$ cat src/rtl/pdma_pkg.sv
package pdma_pkg;

  // Which FIFO a host or sequencer access is steered to.
  typedef enum logic {
    SEL_DATA = 1'b0,
    SEL_CMD  = 1'b1
  } fifo_sel_e;

  // Bytes carried by one host access.
  function automatic logic [1:0] access_bytes(input logic wide);
    return wide ? 2'd2 : 2'd1;
  endfunction

  // Order of bytes on the write path: big-endian for a pair.
  function automatic logic [7:0] first_wr_byte(input logic wide, input logic [15:0] d);
    return wide ? d[15:8] : d[7:0];
  endfunction

  // Packing of popped bytes into the host read word.
  function automatic logic [15:0] pack_read(input logic wide,
                                            input logic [7:0] b_first,
                                            input logic [7:0] b_second);
    return wide ? {b_first, b_second} : {8'h00, b_first};
  endfunction

endpackage

$ cat src/rtl/pdma_byte_fifo.sv
// Byte FIFO taking up to two pushes and two pops per cycle.
// DEPTH must be a power of two; pointers wrap naturally.
module pdma_byte_fifo #(
  parameter int DEPTH = 16,
  localparam int AW = $clog2(DEPTH),
  localparam int CW = AW + 1
) (
  input  logic          clk,
  input  logic          rst_n,
  input  logic [1:0]    push_cnt,
  input  logic [7:0]    push_b0,
  input  logic [7:0]    push_b1,
  input  logic [1:0]    pop_cnt,
  output logic [7:0]    head0,
  output logic [7:0]    head1,
  output logic [CW-1:0] level,
  output logic          full_nxt,
  output logic          empty_nxt
);

  logic [7:0]    mem [DEPTH];
  logic [AW-1:0] wr_ptr, rd_ptr;
  logic [CW-1:0] count, count_nxt, room;
  logic [1:0]    pop_ok, push_ok;

  function automatic logic [1:0] clip2(input logic [1:0] want, input logic [CW-1:0] avail);
    if (CW'(want) > avail) return avail[1:0];
    return want;
  endfunction

  always_comb begin
    pop_ok    = clip2(pop_cnt, count);
    room      = CW'(DEPTH) - (count - CW'(pop_ok));
    push_ok   = clip2(push_cnt, room);
    count_nxt = count - CW'(pop_ok) + CW'(push_ok);
    full_nxt  = (count_nxt == CW'(DEPTH));
    empty_nxt = (count_nxt == '0);
  end

  assign head0 = (count >= CW'(1)) ? mem[rd_ptr] : 8'h00;
  assign head1 = (count >= CW'(2)) ? mem[rd_ptr + AW'(1)] : 8'h00;
  assign level = count;

  always_ff @(posedge clk or negedge rst_n) begin
    if (!rst_n) begin
      wr_ptr <= '0;
      rd_ptr <= '0;
      count  <= '0;
    end else begin
      wr_ptr <= wr_ptr + AW'(push_ok);
      rd_ptr <= rd_ptr + AW'(pop_ok);
      count  <= count_nxt;
    end
  end

  always_ff @(posedge clk) begin
    if (push_ok != 2'd0) mem[wr_ptr] <= push_b0;
    if (push_ok == 2'd2) mem[wr_ptr + AW'(1)] <= push_b1;
  end

endmodule

$ cat src/rtl/pdma_xfer_counter.sv
// Shared transfer counter: loaded by the sequencer, consumed by host writes.
module pdma_xfer_counter #(
  parameter int TCW = 24
) (
  input  logic           clk,
  input  logic           rst_n,
  input  logic           wr_req,
  input  logic           wr_wide,
  input  logic           load,
  input  logic [TCW-1:0] load_val,
  output logic [1:0]     take,
  output logic [TCW-1:0] tc,
  output logic           tc_zero_nxt
);

  logic [TCW-1:0] tc_nxt;

  // Bytes a write may consume: the request, clipped by what is left.
  function automatic logic [1:0] bytes_allowed(input logic [TCW-1:0] left, input logic wide);
    logic [1:0] want;
    want = pdma_pkg::access_bytes(wide);
    if (left < TCW'(want)) return left[1:0];
    return want;
  endfunction

  always_comb begin
    take   = wr_req ? bytes_allowed(tc, wr_wide) : 2'd0;
    if (wr_req)    tc_nxt = tc - TCW'(take);
    else if (load) tc_nxt = load_val;
    else           tc_nxt = tc;
    tc_zero_nxt = (tc_nxt == '0);
  end

  always_ff @(posedge clk or negedge rst_n) begin
    if (!rst_n) tc <= '0;
    else        tc <= tc_nxt;
  end

endmodule

$ cat src/rtl/pdma_handshake.sv
// Completion pulse and data-request flag.
module pdma_handshake (
  input  logic clk,
  input  logic rst_n,
  input  logic host_wr,
  input  logic host_rd,
  input  logic wr_finish,
  input  logic rd_finish,
  input  logic xfer_req,
  output logic done_pulse,
  output logic drq
);

  logic finish_now;

  always_comb begin
    finish_now = 1'b0;
    if (host_wr)      finish_now = wr_finish;
    else if (host_rd) finish_now = rd_finish;
  end

  always_ff @(posedge clk or negedge rst_n) begin
    if (!rst_n) begin
      done_pulse <= 1'b0;
      drq        <= 1'b0;
    end else begin
      done_pulse <= finish_now;
      drq        <= xfer_req | (drq & ~done_pulse);
    end
  end

endmodule

$ cat src/rtl/pdma_byte_port.sv
module pdma_byte_port #(
  parameter int DATA_DEPTH = 16,
  parameter int CMD_DEPTH  = 32,
  parameter int TCW        = 24,
  localparam int DLW = $clog2(DATA_DEPTH) + 1,
  localparam int CLW = $clog2(CMD_DEPTH) + 1
) (
  input  logic           clk,
  input  logic           rst_n,
  input  logic           cmd_mode,
  input  logic           wr_en,
  input  logic           rd_en,
  input  logic           acc_wide,
  input  logic [15:0]    wr_data,
  output logic [15:0]    rd_data,
  input  logic           tc_load,
  input  logic [TCW-1:0] tc_load_val,
  output logic [TCW-1:0] tc_value,
  input  logic           xfer_req,
  output logic           drq,
  output logic           done_pulse,
  input  logic           seq_push,
  input  logic [7:0]     seq_push_data,
  input  logic           seq_pop,
  output logic [7:0]     seq_pop_data,
  output logic [DLW-1:0] data_level,
  output logic [CLW-1:0] cmd_level
);
  import pdma_pkg::*;

  // Named internal events.
  logic       host_wr, host_rd, host_any;
  logic       seq_push_ok, seq_pop_ok;
  fifo_sel_e  sel;
  logic [1:0] wr_take;
  logic       tc_zero_nxt;

  logic [1:0] d_push_cnt, d_pop_cnt, c_push_cnt, c_pop_cnt;
  logic [7:0] d_push_b0, c_push_b0, wr_b0, wr_b1;
  logic [7:0] d_head0, d_head1, c_head0, c_head1;
  logic [7:0] sel_head0, sel_head1;
  logic       d_full_nxt, d_empty_nxt, c_full_nxt, c_empty_nxt;
  logic [1:0] rd_cnt;

  assign host_wr     = wr_en;
  assign host_rd     = rd_en & ~wr_en;
  assign host_any    = host_wr | host_rd;
  assign seq_push_ok = seq_push & ~host_any;
  assign seq_pop_ok  = seq_pop & ~host_any;
  assign sel         = cmd_mode ? SEL_CMD : SEL_DATA;
  assign wr_b0       = first_wr_byte(acc_wide, wr_data);
  assign wr_b1       = wr_data[7:0];
  assign rd_cnt      = host_rd ? access_bytes(acc_wide) : (seq_pop_ok ? 2'd1 : 2'd0);

  always_comb begin
    d_push_cnt = 2'd0;
    d_push_b0  = wr_b0;
    c_push_cnt = 2'd0;
    c_push_b0  = wr_b0;
    d_pop_cnt  = 2'd0;
    c_pop_cnt  = 2'd0;
    if (host_wr) begin
      if (sel == SEL_CMD) c_push_cnt = wr_take;
      else                d_push_cnt = wr_take;
    end else if (seq_push_ok) begin
      d_push_cnt = 2'd1;
      d_push_b0  = seq_push_data;
    end
    if (sel == SEL_CMD) c_pop_cnt = rd_cnt;
    else                d_pop_cnt = rd_cnt;
  end

  assign sel_head0    = (sel == SEL_CMD) ? c_head0 : d_head0;
  assign sel_head1    = (sel == SEL_CMD) ? c_head1 : d_head1;
  assign seq_pop_data = sel_head0;

  pdma_xfer_counter #(.TCW(TCW)) u_counter (
    .clk         (clk),
    .rst_n       (rst_n),
    .wr_req      (host_wr),
    .wr_wide     (acc_wide),
    .load        (tc_load),
    .load_val    (tc_load_val),
    .take        (wr_take),
    .tc          (tc_value),
    .tc_zero_nxt (tc_zero_nxt)
  );

  pdma_byte_fifo #(.DEPTH(DATA_DEPTH)) u_data_fifo (
    .clk       (clk),
    .rst_n     (rst_n),
    .push_cnt  (d_push_cnt),
    .push_b0   (d_push_b0),
    .push_b1   (wr_b1),
    .pop_cnt   (d_pop_cnt),
    .head0     (d_head0),
    .head1     (d_head1),
    .level     (data_level),
    .full_nxt  (d_full_nxt),
    .empty_nxt (d_empty_nxt)
  );

  pdma_byte_fifo #(.DEPTH(CMD_DEPTH)) u_cmd_fifo (
    .clk       (clk),
    .rst_n     (rst_n),
    .push_cnt  (c_push_cnt),
    .push_b0   (c_push_b0),
    .push_b1   (wr_b1),
    .pop_cnt   (c_pop_cnt),
    .head0     (c_head0),
    .head1     (c_head1),
    .level     (cmd_level),
    .full_nxt  (c_full_nxt),
    .empty_nxt (c_empty_nxt)
  );

  pdma_handshake u_handshake (
    .clk        (clk),
    .rst_n      (rst_n),
    .host_wr    (host_wr),
    .host_rd    (host_rd),
    .wr_finish  (tc_zero_nxt | d_full_nxt),
    .rd_finish  (d_empty_nxt),
    .xfer_req   (xfer_req),
    .done_pulse (done_pulse),
    .drq        (drq)
  );

  always_ff @(posedge clk or negedge rst_n) begin
    if (!rst_n)       rd_data <= '0;
    else if (host_rd) rd_data <= pack_read(acc_wide, sel_head0, sel_head1);
  end

endmodule

$ cat config.mk
export PLATFORM = sky130hd
export DESIGN_NAME = pdma_byte_port
export DESIGN_NICKNAME = d
export VERILOG_FILES = /design/src/rtl/pdma_pkg.sv /design/src/rtl/pdma_byte_fifo.sv /design/src/rtl/pdma_xfer_counter.sv /design/src/rtl/pdma_handshake.sv /design/src/rtl/pdma_byte_port.sv
export SDC_FILE = /design/constraint.sdc
export NUM_CORES = 1
export LEC_CHECK = 0
export BUFFER_PORTS_ARGS = -buffer_cell sky130_fd_sc_hd__buf_2
export CAP_MARGIN = 25
export CORE_ASPECT_RATIO = 1.25
export CORE_MARGIN = 2
export CORE_UTILIZATION = 36
export DETAILED_ROUTE_END_ITERATION = 8
export HOLD_SLACK_MARGIN = 0.06
export MAX_ROUTING_LAYER = met4
export PLACE_DENSITY = 0.51
export SYNTH_ARGS = -nofsm -noshare
export SYNTH_HDL_FRONTEND = slang
export SYNTH_SLANG_ARGS = --single-unit
$ cat constraint.sdc
create_clock -name clk -period 9.5 [get_ports clk]
set_input_delay 0.475 -clock clk [delete_from_list [all_inputs] [get_ports clk]]
set_output_delay 0.475 -clock clk [all_outputs]
set_load 0.1 [all_outputs]
# Yosys cells after proc, flatten, opt, wreduce, memory -nomap -nowiden

Memories as Yosys holds them, arrays and structs flattened.
Index checks and enable logic that the tools add are counted.
W data, S select, Z words.

Register bits: 71
Bits in writable memories: 384
Bits of input ports: 58
Output and inout bits: 61
Logic and storage cells: 102
Memories: 2

Memories:

| memory          | depth | width | rd ports | clocked after memory_dff | wr ports | RTL line             | RTL |
|---|---|---|---|---|---|---|---|
| u_cmd_fifo.mem  | 32    | 8     | 2        | 0                        | 2        | pdma_byte_fifo.sv:21 | `logic [7:0] mem [DEPTH];` |
| u_data_fifo.mem | 16    | 8     | 2        | 0                        | 2        | pdma_byte_fifo.sv:21 |  |

$add $sub $neg: 15
Magnitude comparators: 9
Equality and inequality tests: 3
Multiplexer cells: 49
Bitwise gates (word level): 10
Reductions and logical operators: 4

Operator list:

| operator              | number |
|---|---|
| $mux W8               | 9 |
| $mux W24              | 2 |
| $mux W2               | 19 |
| $logic_not A24 Y1     | 1 |
| $lt A24 B2 Y1         | 1 |
| $sub A24 B2 Y24       | 1 |
| $mux W1               | 18 |
| $mux W16              | 1 |
| $add A5 B2 Y5         | 3 |
| $gt A2 B6 Y1          | 2 |
| $add A5 B1 Y5 const B | 2 |
| $gt A2 B5 Y1          | 2 |
| $add A4 B1 Y4 const B | 2 |
| $add A4 B2 Y4         | 2 |
| $add A6 B2 Y6         | 1 |
| $ge A6 B1 Y1 const B  | 1 |
| $ge A6 B2 Y1 const B  | 1 |
| $sub A6 B2 Y6         | 1 |
| $sub A6 B6 Y6 const A | 1 |
| $eq A5 B5 Y1 const B  | 1 |
| $ge A5 B1 Y1 const B  | 1 |
| $ge A5 B2 Y1 const B  | 1 |
| $logic_not A5 Y1      | 1 |
| $sub A5 B2 Y5         | 1 |
| other kinds (6)       | 15 |

# Depth between registers and ports, before layout

Word-level depth: 20
Depth in mapped cells: 31

# By module

From an unflattened synthesis, not the netlist that was laid out.

Cells, all modules: 2011
Area, all modules: 29839.9 um^2

By module, submodules not included:

| module                       | times used | cells an instance | area an instance (um^2) | sequential area each (um^2) |
|---|---|---|---|---|
| pdma_byte_fifo (u_cmd_fifo)  | 1          | 1104              | 17518.1                 | 8087.8 |
| pdma_byte_fifo (u_data_fifo) | 1          | 607               | 9250.1                  | 4169.0 |
| pdma_xfer_counter            | 1          | 206               | 1790.5                  | 600.6 |
| pdma_byte_port               | 1          | 87                | 1207.4                  | 400.4 |
| pdma_handshake               | 1          | 7                 | 73.8                    | 50.0 |

# Worst setup path after synthesis

Ideal clock, no wire load.

Kind: input port to flip-flop
From: input wr_en
To: memory u_cmd_fifo.mem[18][0] (enable)
Library setup time: 0.385 ns
Arrival: 5.693 ns
Data required time: 9.115 ns
Path slack: 3.422 ns
Stages on the path: 23
Buffers on the path: 5
Cells stage by stage: clkbuf_8 clkbuf_1 buf_2 buf_1 a211oi_1 nand2_1 ha_1 a21oi_1 nand2_1 o21ai_0 ha_1 inv_1 fa_1 inv_1 ha_1 inv_1 ha_1 a21oi_1 a21o_1 buf_1 nor4_2 nor2_1 a21boi_0

RTL lines:

| what        | RTL line             | RTL |
|---|---|---|
| from (decl) | pdma_byte_port.sv:11 | `input logic wr_en,` |
| to (decl)   | pdma_byte_fifo.sv:21 |  |

==> metrics list <==
- The final route contains 21000 vias.
- The number of setup buffers added after CTS is 0.
- Max Clock Skew: 0.0294 ns
- Setup violations remaining at the end of the flow were counted as 0.
- Crit path kind: in -> reg
- Of all cell types, the one taking the most synthesized area is edfxtp_1.
- Placement Rows: 113
- Setup repair after global routing missed its margin: false
* Total routed wire length on the met1 layer: 39600 µm
- Final-layout fill cell count: 6955
* Gate count after technology mapping: 1972
* Layout Cell Area excl Fill: 31600 µm²
* Worst Setup End Kind: flip-flop
* R2r startpoint: u_cmd_fifo.level[4]
- Mean instance size in the synthesized netlist: 14.1 µm²
- Post-synth net total: 2069
* Worst Hold End: u_counter.tc[22]
- DIE WIDTH: 253 µm
- The kind of cell with the highest combined delay along the critical path is compound AO/OA/AOI/OAI gates.
* Number of DRC markers in iteration 0: 2587
- Along the worst path, the maximum fanout reaches 14.
- Core Footprint: 76200 µm²
* Uppermost layer routed: met4
- The worst hold path was traced through 3 stages.
- The tool flagged a number of max-cap violations equal to 0.
* Antenna violation net count after detailed routing: 0
* Reg-to-reg critical path endpoint: u_cmd_fifo.mem[21][2]
* Final Hold Viols: 0
- GRT Residual Overflow: 0
* Buffer depth of the longest clock path: 3
- Placed inst area: 29700 µm²
- After detailed routing, the average wire length per cell comes to 35.3 µm.
- Setup_tns: 0 ns
- The pre-antenna-repair detailed-routing pass consisted of 8 iterations.
- The flow ran to the end, and the final reports show no timing, DRC or antenna violations.
- TritonCTS built the clock tree.
* Via density per instance: 6.86
- DRC violations left: 0
* Routed wl met2: 52400 µm
- Min-delay src: tc_load_val[22]
- Setup slack on the worst reg-to-reg path comes out at 3.32 ns.
- The number of antenna violations at the first check in global routing is 6.
- At the pin with the least slew margin, the transition time is 1.23 ns.
- In the layout the commonest cells are edfxtp_1 (384), a32oi_1 (248), mux4_2 (232).
* Main synth FF type: edfxtp_1
* Class of the worst hold path: in -> reg
- The number of global-route vias before repair is 20500.
* Slowest CP cell: a21oi_1
- Clock latency of the later-clocked register in the worst-skew pair: 0.63 ns
- In the final layout, the share of cells above drive strength 1 is 35.5%.
* Async set-reset flop share out of synthesis: 15.6%
- Standby leakage power: 0.0105 µW
- The area growth from synthesis to layout is 13.6%.
- Final weighted congestion in routability-driven placement: 0.922
- Tightest slew margin relative to the limit: 17.8%
- Pre-CTS setup slack: 2.70 ns
- In this run the tool buffered the top-level ports with 118 buffer cells.
* EDFF count, synth: 384
* Overall fraction of global-route tracks in use: 27.8%
- The Yosys step of the flow raised 0 warnings.
- The tree is rooted in a clkbuf_16.
* Distinct cell type count of the synthesized netlist: 82
* Final worst slack: 3.18 ns
* Top cells by area, synth: edfxtp_1 (41%), mux4_2 (19%), a32oi_1 (7.8%), dfrtp_1 (6.4%), mux2_2 (5.0%)
* Buf+Inv Stages, Crit Path: 6
- The number of cells on the worst reg-to-reg path is 16.
- Detailed placement ended at an HPWL of 74400 µm.
- Die outline area: 79500 µm²
- Worst Path Arrival: 6.55 ns
- Y dimension of the die: 315 µm
- Synth Cell Area: 27800 µm²
- The synthesized design contains 455 register bits.
- In this run, CTS created clock tree buffers numbering 51.
* Power density over cell area: 343 nW/µm²
- Final period utilization: 66.6%
* Clock net sink count: 455
- The net count of the finished layout is 2137.
- Entering global routing, the biggest net connects 97 pins.
* IO Pins: 119
* Clock transition at the registers of the reported paths: 0.06 ns
* Delay of the slowest critical-path stage: 0.93 ns
- Fraction of post-synthesis cell area in the top cell type by area: 41.5%
- Overall routed net length: 108000 µm
* Number of gates resized after cts: 0
- Wire length on met3: 9320 µm
- H-tree depth reported by CTS: 2
- Traced cell by cell, the critical path runs through buf_2 -> buf_4 -> a211oi_1 -> nand2_1 -> ha_1 -> inv_1 -> a21oi_1 -> a21oi_1 -> nand2_1 -> o21ai_0 -> ha_1 -> inv_1 -> fa_1 -> inv_1 -> ha_1 -> inv_1 -> ha_1 -> a21oi_1 -> a21o_1 -> nor4_2 -> nor2_1 -> a21oi_1.
* Required time at the endpoint of the critical path: 9.73 ns
* Maximum clock frequency: 0.158 GHz
- The number of slew-limit violations in the final report is 0.
* Effective utilization at floorplan: 36.5%
- The worst setup path is launched from a primary input.
- Sequential elements use 47.8% of the synthesized area.
- After layout, the minimum clock period comes to 6.32 ns.
- Leaving out fill and tap cells, the most frequent cell in the layout is edfxtp_1.
- The worst-case IR drop observed on VDD is 213 µV.
* Wire length of the first global-routing pass: 153000 µm
- In this run the number of cells on the critical path is 22.
[registers in the layout, summed over array words and instances (netlist names)]
register,cells
u_handshake.drq,1
u_handshake.done_pulse,1
u_counter.tc,24
u_data_fifo.level,5
u_cmd_fifo.rd_ptr,5
u_data_fifo.wr_ptr,4
u_cmd_fifo.wr_ptr,5
u_cmd_fifo.mem,256
u_data_fifo.rd_ptr,4
u_data_fifo.mem,128
u_cmd_fifo.level,6
rd_data,16
[power by group]
group	switching (µW)	internal, µW
logic	3850	2150
clock network	893	1200
registers	308	2440
[metrics by stage]
| stage | power [µW] | util (%) | instances | hold WS [ns] |
|---|---|---|---|---|
| 3_3_place_gp | 8640 | 38.8 | 2939 | 0.456 |
| 6_report | 10800 | 41.5 | 3064 | 0.0978 |
| 5_1_grt | 11200 | 41.5 | 3063 | 0.0884 |
| 3_5_place_dp | 8690 | 39.0 | 2954 | 0.468 |
| 2_1_floorplan | 6730 | - | 1972 | 0.179 |
| 4_1_cts | 10800 | 41.3 | 3052 | 0.0694 |
[what timing repair did]
action,4_1_cts,5_1_grt
hold endpoints to repair,72,0
setup endpoints to repair,0,0
hold buffers,2,0
[worst max-delay path by stage]
stage          startpoint                    end  slack [ns]
2_1_floorplan       wr_en  u_cmd_fifo.mem[18][0]        3.42
4_1_cts          acc_wide  u_cmd_fifo.mem[23][5]        3.34
6_report         acc_wide  u_cmd_fifo.mem[21][2]        3.18
3_3_place_gp     acc_wide  u_cmd_fifo.mem[18][1]        2.71
5_1_grt          acc_wide  u_cmd_fifo.mem[21][2]        2.75
3_5_place_dp     acc_wide  u_cmd_fifo.mem[23][5]        2.70
[cells by family (layout without fill, tap and decap cells)]
| group | count (synthesis) | in the layout | synth area share (%) |
|---|---|---|---|
| AO/OA/AOI/OAI | 474 | 474 | 13.4 |
| XOR/XNOR | 35 | 35 | 1.10 |
| adder cells (fa/ha/maj) | 39 | 39 | 2.00 |
| buffers and inverters | 253 | 364 | 3.80 |
| flip-flops | 455 | 455 | 47.8 |
| multiplexers | 405 | 405 | 25.8 |
| other | 0 | 4 | 0 |
| AND/OR/NAND/NOR | 311 | 311 | 6.06 |
[cell usage after synthesis (25+ instances only)]
library cell,n
nor2b_1,34
ha_1,30
nand2_1,60
nor2_1,91
o21ai_1,25
edfxtp_1,384
a32oi_1,248
buf_1,34
mux2i_1,39
a211oi_1,25
inv_1,54
buf_2,35
dfrtp_1,71
a21oi_1,64
mux4_2,232
clkbuf_1,120
mux2_2,124
[layer usage]
metal	global-route usage [%]	vias to the layer above
li1	-	8454
met1	33.0	10900
met2	44.5	1274
met3	5.80	346
met4	14.6	0
met5	-	-
[area by class of cell]
cell class | instances | area, µm² | share of cell area, %
multi-input combinational | 1264 | 13700 | 43.3
sequential | 455 | 13300 | 42.2
timing repair buffer | 214 | 1430 | 4.52
clock buffer | 68 | 1420 | 4.50
tap | 977 | 1220 | 3.87
clock inverter | 28 | 317 | 1.00
inverter | 54 | 203 | 0.642
antenna | 4 | 10.0 | 0.0317
[tightest hold or removal path: cells and delay by family]
| kind | cells | cell delay (ns) |
|---|---|---|
| AO/OA/AOI/OAI | 1 | 0.09 |
| buffers and inverters | 1 | 0.08 |
| AND/OR/NAND/NOR | 1 | 0.04 |
Note: power is estimated with default switching activity, not from simulation.
